## src/rtl/alu16_pkg.sv

```systemverilog
package alu16_pkg;
   localparam logic [3:0] OP_ADD  = 4'h0;
   localparam logic [3:0] OP_SUB  = 4'h1;
   localparam logic [3:0] OP_SLL  = 4'h2;
   localparam logic [3:0] OP_SRL  = 4'h3;
   localparam logic [3:0] OP_SRA  = 4'h4;
   localparam logic [3:0] OP_SLT  = 4'h5;
   localparam logic [3:0] OP_OR   = 4'h6;
   localparam logic [3:0] OP_AND  = 4'h7;
   localparam logic [3:0] OP_PMUL = 4'h8;
   localparam logic [3:0] OP_PDIV = 4'h9;
   localparam logic [3:0] OP_PADD = 4'hA;
   localparam logic [3:0] OP_PSUB = 4'hB;

   localparam logic [1:0] SH_LEFT  = 2'd0;
   localparam logic [1:0] SH_RLOG  = 2'd1;
   localparam logic [1:0] SH_RARI  = 2'd2;
endpackage

```

## src/rtl/alu16_addsub.sv

```systemverilog
module alu16_addsub #(
   parameter int W = 16
) (
   input  logic [W-1:0] a,
   input  logic [W-1:0] b,
   input  logic         sub,
   output logic [W-1:0] sum,
   output logic         carry,
   output logic         sovf
);
   logic [W-1:0] b_eff;
   logic [W:0]   full;

   assign b_eff = sub ? ~b : b;
   assign full  = {1'b0, a} + {1'b0, b_eff} + {{W{1'b0}}, sub};
   assign sum   = full[W-1:0];
   assign carry = full[W];
   // same effective sign in, different sign out
   assign sovf  = (a[W-1] == b_eff[W-1]) && (sum[W-1] != a[W-1]);
endmodule

```

## src/rtl/alu16_shift.sv

```systemverilog
module alu16_shift #(
   parameter int W  = 16,
   parameter int SH = $clog2(W)
) (
   input  logic [W-1:0]  a,
   input  logic [SH-1:0] amt,
   input  logic [1:0]    mode,
   output logic [W-1:0]  y
);
   import alu16_pkg::*;

   logic [W-1:0] stage [0:SH];
   logic [W-1:0] a_rev;
   logic [W-1:0] out_rev;
   logic         fill;
   logic         left;

   assign left = (mode == SH_LEFT);
   assign fill = (mode == SH_RARI) & a[W-1];

   // a left shift runs through the right-shift ladder on reversed bits
   for (genvar i = 0; i < W; i++) begin : g_rev
      assign a_rev[i]   = a[W-1-i];
      assign out_rev[i] = stage[SH][W-1-i];
   end

   assign stage[0] = left ? a_rev : a;

   for (genvar k = 0; k < SH; k++) begin : g_stage
      localparam int D = 1 << k;
      assign stage[k+1] = amt[k] ? {{D{fill}}, stage[k][W-1:D]} : stage[k];
   end

   assign y = left ? out_rev : stage[SH];
endmodule

```

## src/rtl/alu16_simd.sv

```systemverilog
module alu16_simd #(
   parameter int W  = 16,
   parameter int LW = 8
) (
   input  logic [W-1:0] a,
   input  logic [W-1:0] b,
   input  logic [1:0]   op,
   output logic [W-1:0] y
);
   localparam int NL = W / LW;

   for (genvar i = 0; i < NL; i++) begin : g_lane
      logic [LW-1:0]   la, lb, quo, res;
      logic [2*LW-1:0] prod;

      assign la   = a[i*LW +: LW];
      assign lb   = b[i*LW +: LW];
      assign prod = {{LW{1'b0}}, la} * {{LW{1'b0}}, lb};
      assign quo  = (lb == '0) ? '1 : la / lb;

      always_comb begin
         case (op)
            2'd0:    res = prod[LW-1:0];
            2'd1:    res = quo;
            2'd2:    res = la + lb;
            default: res = la - lb;
         endcase
      end

      assign y[i*LW +: LW] = res;
   end
endmodule

```

## src/rtl/alu16_core.sv

```systemverilog
module alu16_core #(
   parameter int WIDTH  = 16,
   parameter int LANE_W = 8
) (
   input  logic [WIDTH-1:0] op_a,
   input  logic [WIDTH-1:0] op_b,
   input  logic [3:0]       op_sel,
   output logic [WIDTH-1:0] result,
   output logic             ovf_u,
   output logic             ovf_s,
   output logic             equal
);
   import alu16_pkg::*;

   localparam int SH = $clog2(WIDTH);

   if ((1 << SH) != WIDTH) begin : g_bad_width
      $error("alu16_core: WIDTH must be a power of two");
   end
   if ((WIDTH % LANE_W) != 0 || LANE_W < 2) begin : g_bad_lane
      $error("alu16_core: LANE_W must divide WIDTH");
   end

   logic [WIDTH-1:0] as_sum, sh_y, simd_y;
   logic             as_carry, as_sovf, lt;
   logic [1:0]       sh_mode;

   alu16_addsub #(.W(WIDTH)) u_addsub (
      .a(op_a), .b(op_b), .sub(op_sel != OP_ADD),
      .sum(as_sum), .carry(as_carry), .sovf(as_sovf)
   );

   always_comb begin
      case (op_sel)
         OP_SRL:  sh_mode = SH_RLOG;
         OP_SRA:  sh_mode = SH_RARI;
         default: sh_mode = SH_LEFT;
      endcase
   end

   alu16_shift #(.W(WIDTH), .SH(SH)) u_shift (
      .a(op_a), .amt(op_b[SH-1:0]), .mode(sh_mode), .y(sh_y)
   );

   alu16_simd #(.W(WIDTH), .LW(LANE_W)) u_simd (
      .a(op_a), .b(op_b), .op(op_sel[1:0]), .y(simd_y)
   );

   // signed less-than from the subtract path
   assign lt = as_sum[WIDTH-1] ^ as_sovf;

   always_comb begin
      case (op_sel)
         OP_ADD, OP_SUB:           result = as_sum;
         OP_SLL, OP_SRL, OP_SRA:   result = sh_y;
         OP_SLT:                   result = {{(WIDTH-1){1'b0}}, lt};
         OP_OR:                    result = op_a | op_b;
         OP_AND:                   result = op_a & op_b;
         OP_PMUL, OP_PDIV,
         OP_PADD, OP_PSUB:         result = simd_y;
         default:                  result = '0;
      endcase
   end

   assign ovf_u = (op_sel == OP_ADD) & as_carry;
   assign ovf_s = ((op_sel == OP_ADD) | (op_sel == OP_SUB)) & as_sovf;
   assign equal = (op_a == op_b);
endmodule

```

## config.mk

```make
export PLATFORM = sky130hd
export DESIGN_NAME = alu16_core
export DESIGN_NICKNAME = d
export VERILOG_FILES = /design/src/rtl/alu16_pkg.sv /design/src/rtl/alu16_addsub.sv /design/src/rtl/alu16_shift.sv /design/src/rtl/alu16_simd.sv /design/src/rtl/alu16_core.sv
export SDC_FILE = /design/constraint.sdc
export NUM_CORES = 1
export LEC_CHECK = 0
export BUFFER_PORTS_ARGS = -buffer_cell sky130_fd_sc_hd__buf_2
export CAP_MARGIN = 30
export CORE_ASPECT_RATIO = 1.1
export CORE_MARGIN = 2
export CORE_UTILIZATION = 45
export DETAILED_ROUTE_END_ITERATION = 12
export PLACE_DENSITY_LB_ADDON = 0.12
export SETUP_SLACK_MARGIN = 0.02
export SYNTH_ARGS = -nofsm -noshare
export SYNTH_HDL_FRONTEND = slang
export SYNTH_SLANG_ARGS = --single-unit
```

## constraint.sdc

```tcl
create_clock -name vclk -period 25.5
set_input_delay 2.55 -clock vclk [all_inputs]
set_output_delay 2.55 -clock vclk [all_outputs]
set_load 0.01 [all_outputs]
```

Yosys cells after proc, flatten, opt, wreduce, memory -nomap -nowiden
Cells that the tools add are included.

word-level totals
  register bits after elaboration = 0
  logic and storage cells = 58

cells by class
  eq/ne operators = 17
  add/subtract/negate cells = 6
  div/mod/pow operators = 2
  mux-type cells = 13
  bitwise logic cells = 8
  multiply operators = 2
  reductions and logical operators = 10

operators by type and width
  operator              number
  $mux W16              7
  $pmux W16 S6          1
  $pmux W8 S3           2
  $add A16 B16 Y17      1
  $add A17 B1 Y17       1
  $add A8 B8 Y8         2
  $and A16 B16 Y16      1
  $div A8 B8 Y8         2
  $eq A16 B16 Y1        1
  $eq A4 B3 Y1 const B  4
  $eq A4 B4 Y1 const B  4
  $logic_not A8 Y1      2
  $mul A8 B8 Y8         2
  $mux W8               2
  $not A16 Y16          1
  $or A16 B16 Y16       1
  $sub A8 B8 Y8         2
  $eq A4 B2 Y1 const B  2
  $eq A2 B2 Y1 const B  2
  $eq A4 B1 Y1 const B  1
  $logic_not A2 Y1      2
  $logic_not A4 Y1      1
  $pmux W2 S2           1
  $reduce_bool A4 Y1    1
  10 further kinds      12

Logic depth before layout (Yosys ltp)
  word-level depth = 10
  gate-level depth with buffers = 53

Modules after synthesis
Synthesis repeated with hierarchy kept, for this count alone.

second synthesis, totals
  cells, all modules = 1344
  area total of the unflattened synthesis = 9983.3 um2

by module, submodules not included
  module        area an instance (um2)  cells each  instances
  alu16_simd    6258.5                  846         1
  alu16_shift   1532.7                  212         1
  alu16_core    1267.5                  172         1
  alu16_addsub  924.6                   114         1

Least setup slack after synthesis
No wires, ideal clock.

  path type = input-to-output
  start point = input port op_b[12]
  end point = output port result[8]
  path buffers = 5
  data arrival time = 12.904 ns
  setup slack = 10.046 ns
  stages on the path = 49
  cell sequence = buf_2 -> or3_1 -> clkbuf_2 -> nor3_1 -> a21oi_1 -> a21oi_1 -> ha_1 -> or4b_2 -> a211oi_1 -> a211oi_1 -> ha_1 -> o21a_1 -> o211a_1 -> mux2i_1 -> ha_1 -> o21a_1 -> o21a_1 -> o21a_1 -> [13 not listed] -> and2_1 -> clkbuf_1 -> o21ai_0 -> ha_1 -> o21a_1 -> o21a_1 -> o211ai_1 -> nand2_1 -> a41oi_1 -> clkbuf_1 -> mux2_2 -> ha_1 -> o21a_1 -> o21ai_0 -> a21oi_1 -> o21ai_0 -> a31oi_1 -> or4_1

between the ends
  cells in the longest elaborated chain, start to end = 4
  elaborated cells between the ends (all ways) = 5

ends and longest elaborated chain
  item                                                      line              RTL
  start, declared                                           alu16_core.sv:6   input logic [WIDTH-1:0] op_b,
  $div A8 B8 Y8 / $logic_not A8 Y1 (equally long branches)  alu16_simd.sv:19  assign quo = (lb == '0) ? '1 : la / lb;
  $mux W8 (*)                                               alu16_simd.sv:19
  $pmux W8 S3 (*)                                           alu16_simd.sv:22  case (op)
  $pmux W16 S6 (*)                                          alu16_core.sv:53  case (op_sel)
  end, declared                                             alu16_core.sv:8   output logic [WIDTH-1:0] result,

Every way passes the cells marked *; elsewhere a longest branch is shown, timed or not.

Worst setup path after layout
  start point = input port op_b[0]
  end point = output port result[0]

between the ends
  cells in the longest elaborated chain, start to end = 8
  elaborated cells between the ends (all ways) = 22

ends and longest elaborated chain
  item                                                                   line
  parallel branches: the longest is 7 deep, another holds $div A8 B8 Y8  -
  $pmux W16 S6 (*)                                                       alu16_core.sv:53

Mark *: on every way between the ends.

==> run metrics <==
period utilisation layout=68.56%; Hold Path Stages=4; Logic pwr share=100.0%; # rows=54; GRT Residual Overflow=0; pin count of the biggest net entering global routing=40; die width=140.4 um; pwr dens=30.49 nW/um^2; Final setup viols=0; min Tclk post-route=17480 ps; Synth Instances=1252; syn nets=1488; core box area=19930 um^2; WL final=35140 um; post-DR wirelength/cell=23.32 um; DR iter-0 viols=936; Startpoint Class=input port; Critical Path Fanout Max=35; setup TNS=0 ps; Highest Clock Rate=57.20 MHz; net switching power=173.6 uW; Worst-Margin Slew=952.7 ps; switching share of total power=59.29%; endpoint type of the worst setup path=output pin; Die Y=154.1 um; clock group share of total power=0%; Int Power=119.2 uW; IO Count=55; WHS Endpoint=ovf_s; worst vdd ir=29.69 uV; antenna violations before repair=1; final net count=1492; outcome=complete, no violations; syn_area_per_cell=7.360 um^2; leakage=4.262 nW; Yosys warning count=0; pins over their slew limit=0; Inst Count DP=1505; vias in the first global route=9242; Slew Limit Headroom=35.90%; Crit-path slowest cell=o31ai_1; DRC Markers=0; Req. time, crit path=22950 ps; non-filler cells, final=1507; DP HPWL=27090 um; die footprint=21640 um^2; CLK BUF=0; vias per std cell=6.473; Pre-Repair DR Iteration Count=5; DR vias=9755; post-CTS sizing=0; CTS Hold Buffers Added=0; area grow syn2layout=4.236%; seq_cells=0; most frequent cells in the layout=173 x ha_1, 108 x nor2_1, 100 x inv_1; # Max-Cap Violations=0; RSZ-0062 raised after global routing=no; CP arrival=14930 ps; ratio of cells with drive above 1 in the final layout=9.649%; commonest non-fill, non-tap cell in the layout=ha_1; min-delay src=op_a[15]; first-pass GRT wire length=53890 um; Post-CTS Repair Setup Buffers=0; mapped cell area=9215 um^2; Seq pwr share=0%; I/O Buffers=55; Yosys cell types=93; GR Util All Layers=31.79%; Final Hold Vio Count=0; HP Class=input port to output pin; most used cell, CP=o21a_1; FF/Latch Area=0 um^2; register area share after synthesis=0%; Initial Util=46.23%; Max stage delay on crit path=620 ps; crit path kind=input port to output pin; RePlAce Congestion=1.024; ANT nets after route=0
[area by class of cell]
class                      count  area [um^2]
fill                        2093        10330
multi-input combinational   1083         8532
tap                          252        315.3
antenna                        1        2.502
inverter                     104        390.4
timing repair buffer          67        365.4
[cells in the mapped netlist (all sizes together) (10+ instances only)]
master	instances	area (um^2)
ha	173	2165
a21o	16	120.1
xor2	20	175.2
o21a	48	360.4
nor3	50	250.2
inv	102	382.9
nand2	91	344.1
a31oi	17	106.4
o2111ai	12	111.4
a211oi	22	177.7
or2	12	75.07
a21oi	59	299.0
and2	13	81.33
nor2	108	405.4
xnor2	56	490.5
fa	27	540.5
o22ai	13	81.33
o31ai	10	75.07
clkbuf	42	158.9
o211ai	28	215.2
mux2i	13	130.1
a221oi	11	96.34
buf	23	140.1
mux2	12	135.1
o21ai	81	405.4
nand3	19	95.09
nor2b	17	106.4
or3	16	100.1
[power by group through the flow]
stage	Sequential, mW	Combinational [mW]	Clock (mW)
final	0	0.293	0.00000000525
after global routing	0	0.322	0
after CTS	0	0.288	0
after detailed placement	0	0.286	0
after global placement	0	0.285	0
after floorplan	0	0.206	0
[how the worst max path moves through the flow]
stage	startpoint	to	cells past startpoint
detailed placement	op_b[12]	result[8]	46
finish	op_b[0]	result[0]	51
global route	op_b[0]	result[0]	53
global placement	op_b[0]	result[0]	50
floorplan	op_b[12]	result[8]	49
CTS	op_b[12]	result[8]	46
[cells by family after synthesis]
family,after synthesis,share of synthesized area [%]
buf+inv,169,7.481
fa+ha+maj,200,29.36
compound gates,391,29.72
xor+xnor,80,8.201
simple gates,380,20.65
mux,32,4.589
[worst max-delay path: cells and delay by family]
kind,cells,cell delay (ps)
multiplexers,2,570
adder cells (fa/ha/maj),8,2400
AO/OA/AOI/OAI,32,7300
AND/OR/NAND/NOR,4,880
buffers and inverters,5,1190
[per-stage QoR]
stage / hold WS, ps / total power [mW] / worst slack, ps / util [%] / cell area, um^2
after floorplan: 5365 / 0.2061 / 10050 / - / 9215
final: 5783 / 0.2929 / 8017 / 48.19 / 9605
after global routing: 5821 / 0.3220 / 7238 / 48.18 / 9603
after global placement: 5780 / 0.2851 / 8155 / 48.10 / 9588
after detailed placement: 5782 / 0.2861 / 8150 / 48.14 / 9595
after CTS: 5785 / 0.2883 / 8071 / 48.14 / 9595
[per-layer routing]
metal  vias to the layer above  global-route usage (%)  share of wire [%]
met4                         0                   10.29                3.7
met1                      4614                   41.91                 42
met2                       422                   53.45                 46
li1                       4635                       -                  -
met5                         -                       0                  0
met3                        84                   4.453                7.7
Power figures use the tool's default switching activity.
